===== src/rtl/gis_pkg.sv =====
package gis_pkg;
  localparam int OFS_DET_EN   = 'h14;
  localparam int OFS_UNMASK   = 'h18;
  localparam int OFS_MASK     = 'h1C;
  localparam int OFS_RAW      = 'h20;
  localparam int OFS_STATUS   = 'h24;
  localparam int OFS_ACK      = 'h28;
  localparam int OFS_SNS_BASE = 'h40;
  localparam int FIELDS_PER_REG = 8;

  typedef enum logic [2:0] {
    SNS_RISE = 3'd0,
    SNS_FALL = 3'd1,
    SNS_HIGH = 3'd2,
    SNS_LOW  = 3'd3,
    SNS_BOTH = 3'd4
  } sense_e;
endpackage


===== src/rtl/gis_sync.sv =====
module gis_sync #(
  parameter int W      = 32,
  parameter int STAGES = 2
) (
  input  logic         clk,
  input  logic         rst,
  input  logic [W-1:0] d,
  output logic [W-1:0] q
);
  logic [W-1:0] stage_q [STAGES];

  for (genvar s = 0; s < STAGES; s++) begin : g_stage
    always_ff @(posedge clk) begin
      if (rst) stage_q[s] <= '0;
      else if (s == 0) stage_q[s] <= d;
      else stage_q[s] <= stage_q[(s == 0) ? 0 : s-1];
    end
  end

  assign q = stage_q[STAGES-1];
endmodule


===== src/rtl/gis_pin_detect.sv =====
module gis_pin_detect
  import gis_pkg::*;
(
  input  logic       clk,
  input  logic       rst,
  input  logic       lvl,
  input  logic       enable,
  input  logic [2:0] code,
  input  logic       clr,
  output logic       pend
);
  logic prev_q;
  logic pend_q;
  logic hit;

  always_comb begin
    case (sense_e'(code))
      SNS_RISE: hit = lvl & ~prev_q;
      SNS_FALL: hit = ~lvl & prev_q;
      SNS_HIGH: hit = lvl;
      SNS_LOW:  hit = ~lvl;
      SNS_BOTH: hit = lvl ^ prev_q;
      default:  hit = 1'b0;
    endcase
  end

  always_ff @(posedge clk) begin
    if (rst) begin
      prev_q <= 1'b0;
      pend_q <= 1'b0;
    end else begin
      prev_q <= lvl;
      pend_q <= (pend_q & ~clr) | (hit & enable);
    end
  end

  assign pend = pend_q;
endmodule


===== src/rtl/gis_regfile.sv =====
module gis_regfile
  import gis_pkg::*;
#(
  parameter int N_PINS = 32,
  parameter int AW     = 7,
  parameter int DW     = 32
) (
  input  logic              clk,
  input  logic              rst,
  input  logic              bus_we,
  input  logic              bus_re,
  input  logic [AW-1:0]     bus_addr,
  input  logic [DW-1:0]     bus_wdata,
  output logic [DW-1:0]     bus_rdata,
  input  logic [N_PINS-1:0] pend,
  output logic [N_PINS-1:0] det_en,
  output logic [N_PINS-1:0] unmask,
  output logic [N_PINS-1:0] ack,
  output logic [N_PINS*3-1:0] codes
);
  localparam int NREG = (N_PINS + FIELDS_PER_REG - 1) / FIELDS_PER_REG;

  logic [N_PINS-1:0] en_q;
  logic [N_PINS-1:0] unm_q;
  logic [DW-1:0]     sns_q [NREG];
  logic [DW-1:0]     rd_mux;
  logic [DW-1:0]     rdata_q;
  logic [N_PINS-1:0] wbits;

  assign wbits = bus_wdata[N_PINS-1:0];

  always_ff @(posedge clk) begin
    if (rst) begin
      en_q  <= '0;
      unm_q <= '0;
    end else if (bus_we) begin
      if (bus_addr == AW'(OFS_DET_EN)) en_q  <= wbits;
      if (bus_addr == AW'(OFS_UNMASK)) unm_q <= unm_q | wbits;
      if (bus_addr == AW'(OFS_MASK))   unm_q <= unm_q & ~wbits;
    end
  end

  for (genvar k = 0; k < NREG; k++) begin : g_sns
    always_ff @(posedge clk) begin
      if (rst) sns_q[k] <= '0;
      else if (bus_we && bus_addr == AW'(OFS_SNS_BASE + 4*k)) sns_q[k] <= bus_wdata;
    end
  end

  for (genvar n = 0; n < N_PINS; n++) begin : g_code
    assign codes[3*n +: 3] = sns_q[n / FIELDS_PER_REG][4*(n % FIELDS_PER_REG) +: 3];
  end

  assign ack = (bus_we && bus_addr == AW'(OFS_ACK)) ? wbits : '0;

  always_comb begin
    rd_mux = '0;
    case (int'(bus_addr))
      OFS_DET_EN: rd_mux = DW'(en_q);
      OFS_UNMASK: rd_mux = DW'(unm_q);
      OFS_RAW:    rd_mux = DW'(pend);
      OFS_STATUS: rd_mux = DW'(pend & unm_q);
      default:    rd_mux = '0;
    endcase
    for (int k = 0; k < NREG; k++) begin
      if (bus_addr == AW'(OFS_SNS_BASE + 4*k)) rd_mux = sns_q[k];
    end
  end

  always_ff @(posedge clk) begin
    if (rst) rdata_q <= '0;
    else if (bus_re) rdata_q <= rd_mux;
  end

  assign bus_rdata = rdata_q;
  assign det_en    = en_q;
  assign unmask    = unm_q;
endmodule


===== src/rtl/gpio_irq_sense.sv =====
module gpio_irq_sense #(
  parameter int N_PINS      = 32,
  parameter int N_IRQ       = 2,
  parameter int SYNC_STAGES = 2,
  parameter int AW          = 7,
  parameter int DW          = 32
) (
  input  logic              clk,
  input  logic              rst,
  input  logic [N_PINS-1:0] pin_in,
  input  logic              bus_we,
  input  logic              bus_re,
  input  logic [AW-1:0]     bus_addr,
  input  logic [DW-1:0]     bus_wdata,
  output logic [DW-1:0]     bus_rdata,
  output logic [N_IRQ-1:0]  irq_out
);
  localparam int PPI = N_PINS / N_IRQ;

  logic [N_PINS-1:0]   pin_sync;
  logic [N_PINS-1:0]   pend_w;
  logic [N_PINS-1:0]   det_en_w;
  logic [N_PINS-1:0]   unmask_w;
  logic [N_PINS-1:0]   ack_w;
  logic [N_PINS*3-1:0] codes_w;
  logic [N_PINS-1:0]   status_w;
  logic [N_IRQ-1:0]    irq_q;

  gis_sync #(.W(N_PINS), .STAGES(SYNC_STAGES)) u_sync (
    .clk(clk), .rst(rst), .d(pin_in), .q(pin_sync)
  );

  for (genvar n = 0; n < N_PINS; n++) begin : g_pin
    gis_pin_detect u_det (
      .clk(clk), .rst(rst),
      .lvl(pin_sync[n]),
      .enable(det_en_w[n]),
      .code(codes_w[3*n +: 3]),
      .clr(ack_w[n]),
      .pend(pend_w[n])
    );
  end

  gis_regfile #(.N_PINS(N_PINS), .AW(AW), .DW(DW)) u_regs (
    .clk(clk), .rst(rst),
    .bus_we(bus_we), .bus_re(bus_re), .bus_addr(bus_addr),
    .bus_wdata(bus_wdata), .bus_rdata(bus_rdata),
    .pend(pend_w), .det_en(det_en_w), .unmask(unmask_w),
    .ack(ack_w), .codes(codes_w)
  );

  assign status_w = pend_w & unmask_w;

  for (genvar g = 0; g < N_IRQ; g++) begin : g_irq
    always_ff @(posedge clk) begin
      if (rst) irq_q[g] <= 1'b0;
      else irq_q[g] <= |status_w[g*PPI +: PPI];
    end
  end

  assign irq_out = irq_q;
endmodule


===== config.mk =====
export PLATFORM = sky130hd
export DESIGN_NAME = gpio_irq_sense
export DESIGN_NICKNAME = d
export VERILOG_FILES = /design/src/rtl/gis_pkg.sv /design/src/rtl/gis_sync.sv /design/src/rtl/gis_pin_detect.sv /design/src/rtl/gis_regfile.sv /design/src/rtl/gpio_irq_sense.sv
export SDC_FILE = /design/constraint.sdc
export NUM_CORES = 1
export LEC_CHECK = 0
export BUFFER_PORTS_ARGS = -buffer_cell sky130_fd_sc_hd__buf_2
export CELL_PAD_IN_SITES_DETAIL_PLACEMENT = 1
export CELL_PAD_IN_SITES_GLOBAL_PLACEMENT = 1
export CORE_MARGIN = 1
export CORE_UTILIZATION = 35
export DETAILED_ROUTE_END_ITERATION = 8
export GPL_TIMING_DRIVEN = 0
export PLACE_DENSITY_LB_ADDON = 0.1
export SYNTH_ARGS = -nofsm -noshare
export SYNTH_HDL_FRONTEND = slang
export SYNTH_SLANG_ARGS = --single-unit

===== constraint.sdc =====
create_clock -name clk -period 4.78 [get_ports clk]
set_clock_uncertainty 0.05 [all_clocks]
set_input_delay 0.956 -clock clk [delete_from_list [all_inputs] [get_ports clk]]
set_output_delay 0.956 -clock clk [all_outputs]
set_load 0.1 [all_outputs]

==> flow_summary.toml <==
[power]
powerDensity_nw_per_um2 = 361
peakVddDrop_mv = 0.192
leakage_nw = 7.19
power_mw = 7.37

[placed_design]
hpwl_um = 53800
routabilityCongestion = 0.912
placed_area_um2 = 18900
portBuffers = 107

[outcome]
status = "finished clean"

[synthesis]
async_flop_share_pct = 0
synth_ff_type = "dfxtp_1"
synth_cells = 1742
syn_area_um2 = 17400
synthTopCellsByCount = "dfxtp_1, edfxtp_1, nand2_1"
post-synth-top-count-cell = "dfxtp_1"
yosys_register_bits = 354
ys_types = 56
yosys.area.top_type = "dfxtp_1"
syn_nets = 1881
ys_seq_area_share_pct = 48.0
yosys_warnings = 0
synth-edff-count = 128
ys_top_cells_by_area = "dfxtp_1, edfxtp_1, ha_1"
synth_top_area_share_pct = 26.0
avgSynthCellArea_um2 = 10.0

[die]
die_w_um = 225
dieArea_um2 = 50700
fp-row-count = 81
ios = 109
dieHeight_um = 225
core_area_um2 = 49100
start_util_pct = 35.5

[sta]
finalSetupViolations = 0
fin_crit_sh_pct = 67.8
fmax_mhz = 308
final_hold_viol_count = 0
rsz0062_at_grt = "false"
period_minus_slack_ns = 3.24
tightestPinTransition_ns = 1.35
drv_slew = 0
max_slew_margin_pct = 9.87

[detailed_routing]
vias = 15100
drtIter0Drc = 1350
finalWirelength_um = 73300
drcViolationCount = 0
routedWlPerCell_um = 28.2
first_pass_iters = 5
vias_per_cell = 5.80
drtAntennaViolNets = 0

[run]
max-cap-violations = 0

[global_route]
grt_start_max_net_pins = 22
grt_pass1_wl_um = 105000
grt_pass1_vias = 15400
antenna_found_initial = 2
grt_use_total_pct = 29.0
overflow = 0

[clock_network]
numCtsBuffers = 44
clk_pin_slew_ns = 0.06
cts_hold_buf = 0
clock_latency_ns = 0.57
max-clock-path-buffers = 3
root_buffer = "clkbuf_16"
tritoncts = "yes"
cts_max_level = 2
cts_resized = 0
cts_setup_buffers = 0
cts_sinks = 354

[finish]
num-nets-final = 2038
num-fill-cells = 5591
area_growth_pct = 17.0
fin_area_um2 = 20400
fin_util_pct = 41.6
layout-drive-gt1-share_pct = 14.4

[critical_path]
crit_slowest_cell = "o21bai_4"
timing.rr.start = "u_sync.stage_q[1][16]$_SDFF_PP0_"
crit_top_cell = "buf_2"
end_kind = "flop"
criticalPathCategory = "in2reg"
startpoint = "bus_addr[4]"
arrival_ns = 3.46
cp_max_fo = 19
slowest_delay_ns = 0.65
startpoint_type = "input pin"
crit_chain = "buf_2 > nor3_4 > nand3_1 > buf_2 > buf_2 > o21bai_4 > buf_12"
worstPathRequired_ns = 5.00

[worst_hold_path]
hp-class = "reg2reg"
holdCritStartpoint = "u_sync.stage_q[0][23]$_SDFF_PP0_"
==> routing by layer <==
layer / GRT usage (%) / routed length, um / vias up / share of wire, %
met5: 0 / 13 / - / 0.018
met4: 13.5 / 3450 / 2 / 4.7
met3: 3.99 / 4440 / 163 / 6.1
met2: 47.0 / 33700 / 575 / 46
met1: 38.2 / 31700 / 7637 / 43
li1: - / - / 6691 / -
==> layout by cell type (no fill, tap or decap), drive strengths merged, types with 5 or more instances in the layout <==
cell,n
edfxtp,128
o21ai,93
nand2,97
mux2i,62
buf,161
ha,64
and3,5
nor4,98
clkinv,14
a21oi,49
nor3b,32
a22o,37
nor2,66
mux2,31
a21o,30
o211ai,31
o31ai,14
nor4b,32
o22ai,50
a22oi,35
clkbuf,148
xnor2,32
inv,97
a221oi,7
nor2b,68
a31oi,32
nand2b,51
dfxtp,226
o21bai,5
and2,33
nor3,52
a211o,30
==> kinds of logic after synthesis <==
| family | share of synthesized area (%) |
|---|---|
| muxes | 5.56 |
| adders and majority gates | 4.60 |
| buffers and inverters | 5.77 |
| and+or+nand+nor | 18.4 |
| AOI/OAI and AO/OA | 16.1 |
| DFF | 48.0 |
| xor gates and xnor gates | 1.61 |
==> critical path: cells and delay by family <==
family          cells  cell delay [ns]
compound gates      1             0.65
buf+inv             4             1.08
simple gates        2             0.75
==> flip-flops by register name, summed over array words and instances (netlist names), named ones only <==
signal / flops
g_pin.u_det.prev_q: 32
irq_out: 2
u_sync.stage_q: 64
u_regs.det_en: 32
u_regs.bus_rdata: 32
g_pin.u_det.pend: 32
u_regs.sns_q: 128
==> per-stage QoR <==
step / setup slack [ns] / hold slack, ns / cells / setup TNS [ns]
2_1_floorplan: 1.03 / 0.364 / 1742 / 0
3_3_place_gp: -1.41 / 0.367 / 2513 / -141.79
3_5_place_dp: 1.07 / 0.374 / 2517 / 0
4_1_cts: 1.66 / 0.387 / 2597 / 0
5_1_grt: 1.46 / 0.405 / 2597 / 0
6_report: 1.54 / 0.384 / 2598 / 0
==> final cells by class <==
cell class	instances	area [um2]	share of cell area (%)
Antenna cell	1	2.50	0.0123
Buffer	137	644	3.16
Clock buffer	61	1270	6.22
Clock inverter	19	193	0.945
Inverter	97	364	1.79
Multi-Input combinational cell	1154	8100	39.7
Sequential cell	354	8370	41.0
Tap cell	664	831	4.07
Timing Repair Buffer	111	623	3.06
==> report_power, final <==
group          internal [mW]  total, mW  switching, mW
registers               3.21       3.30         0.0877
logic                  0.190      0.619          0.429
clock network           2.07       3.45           1.38
total                   5.47       7.37           1.90
==> path summary, 6_finish.rpt <==
kind / to / cells after the start / slack [ns]
worst max-delay path: u_regs.sns_q[0][50]$_SDFFCE_PN0P_ / 7 / 1.54
worst min-delay path: u_sync.stage_q[1][23]$_SDFF_PP0_ / 1 / 0.38
worst max register to register: g_pin[16].u_det.pend$_SDFF_PP0_ / 6 / 2.70
worst min register to register: u_sync.stage_q[1][23]$_SDFF_PP0_ / 1 / 0.38
No activity file was read; power rests on OpenSTA's default activity.
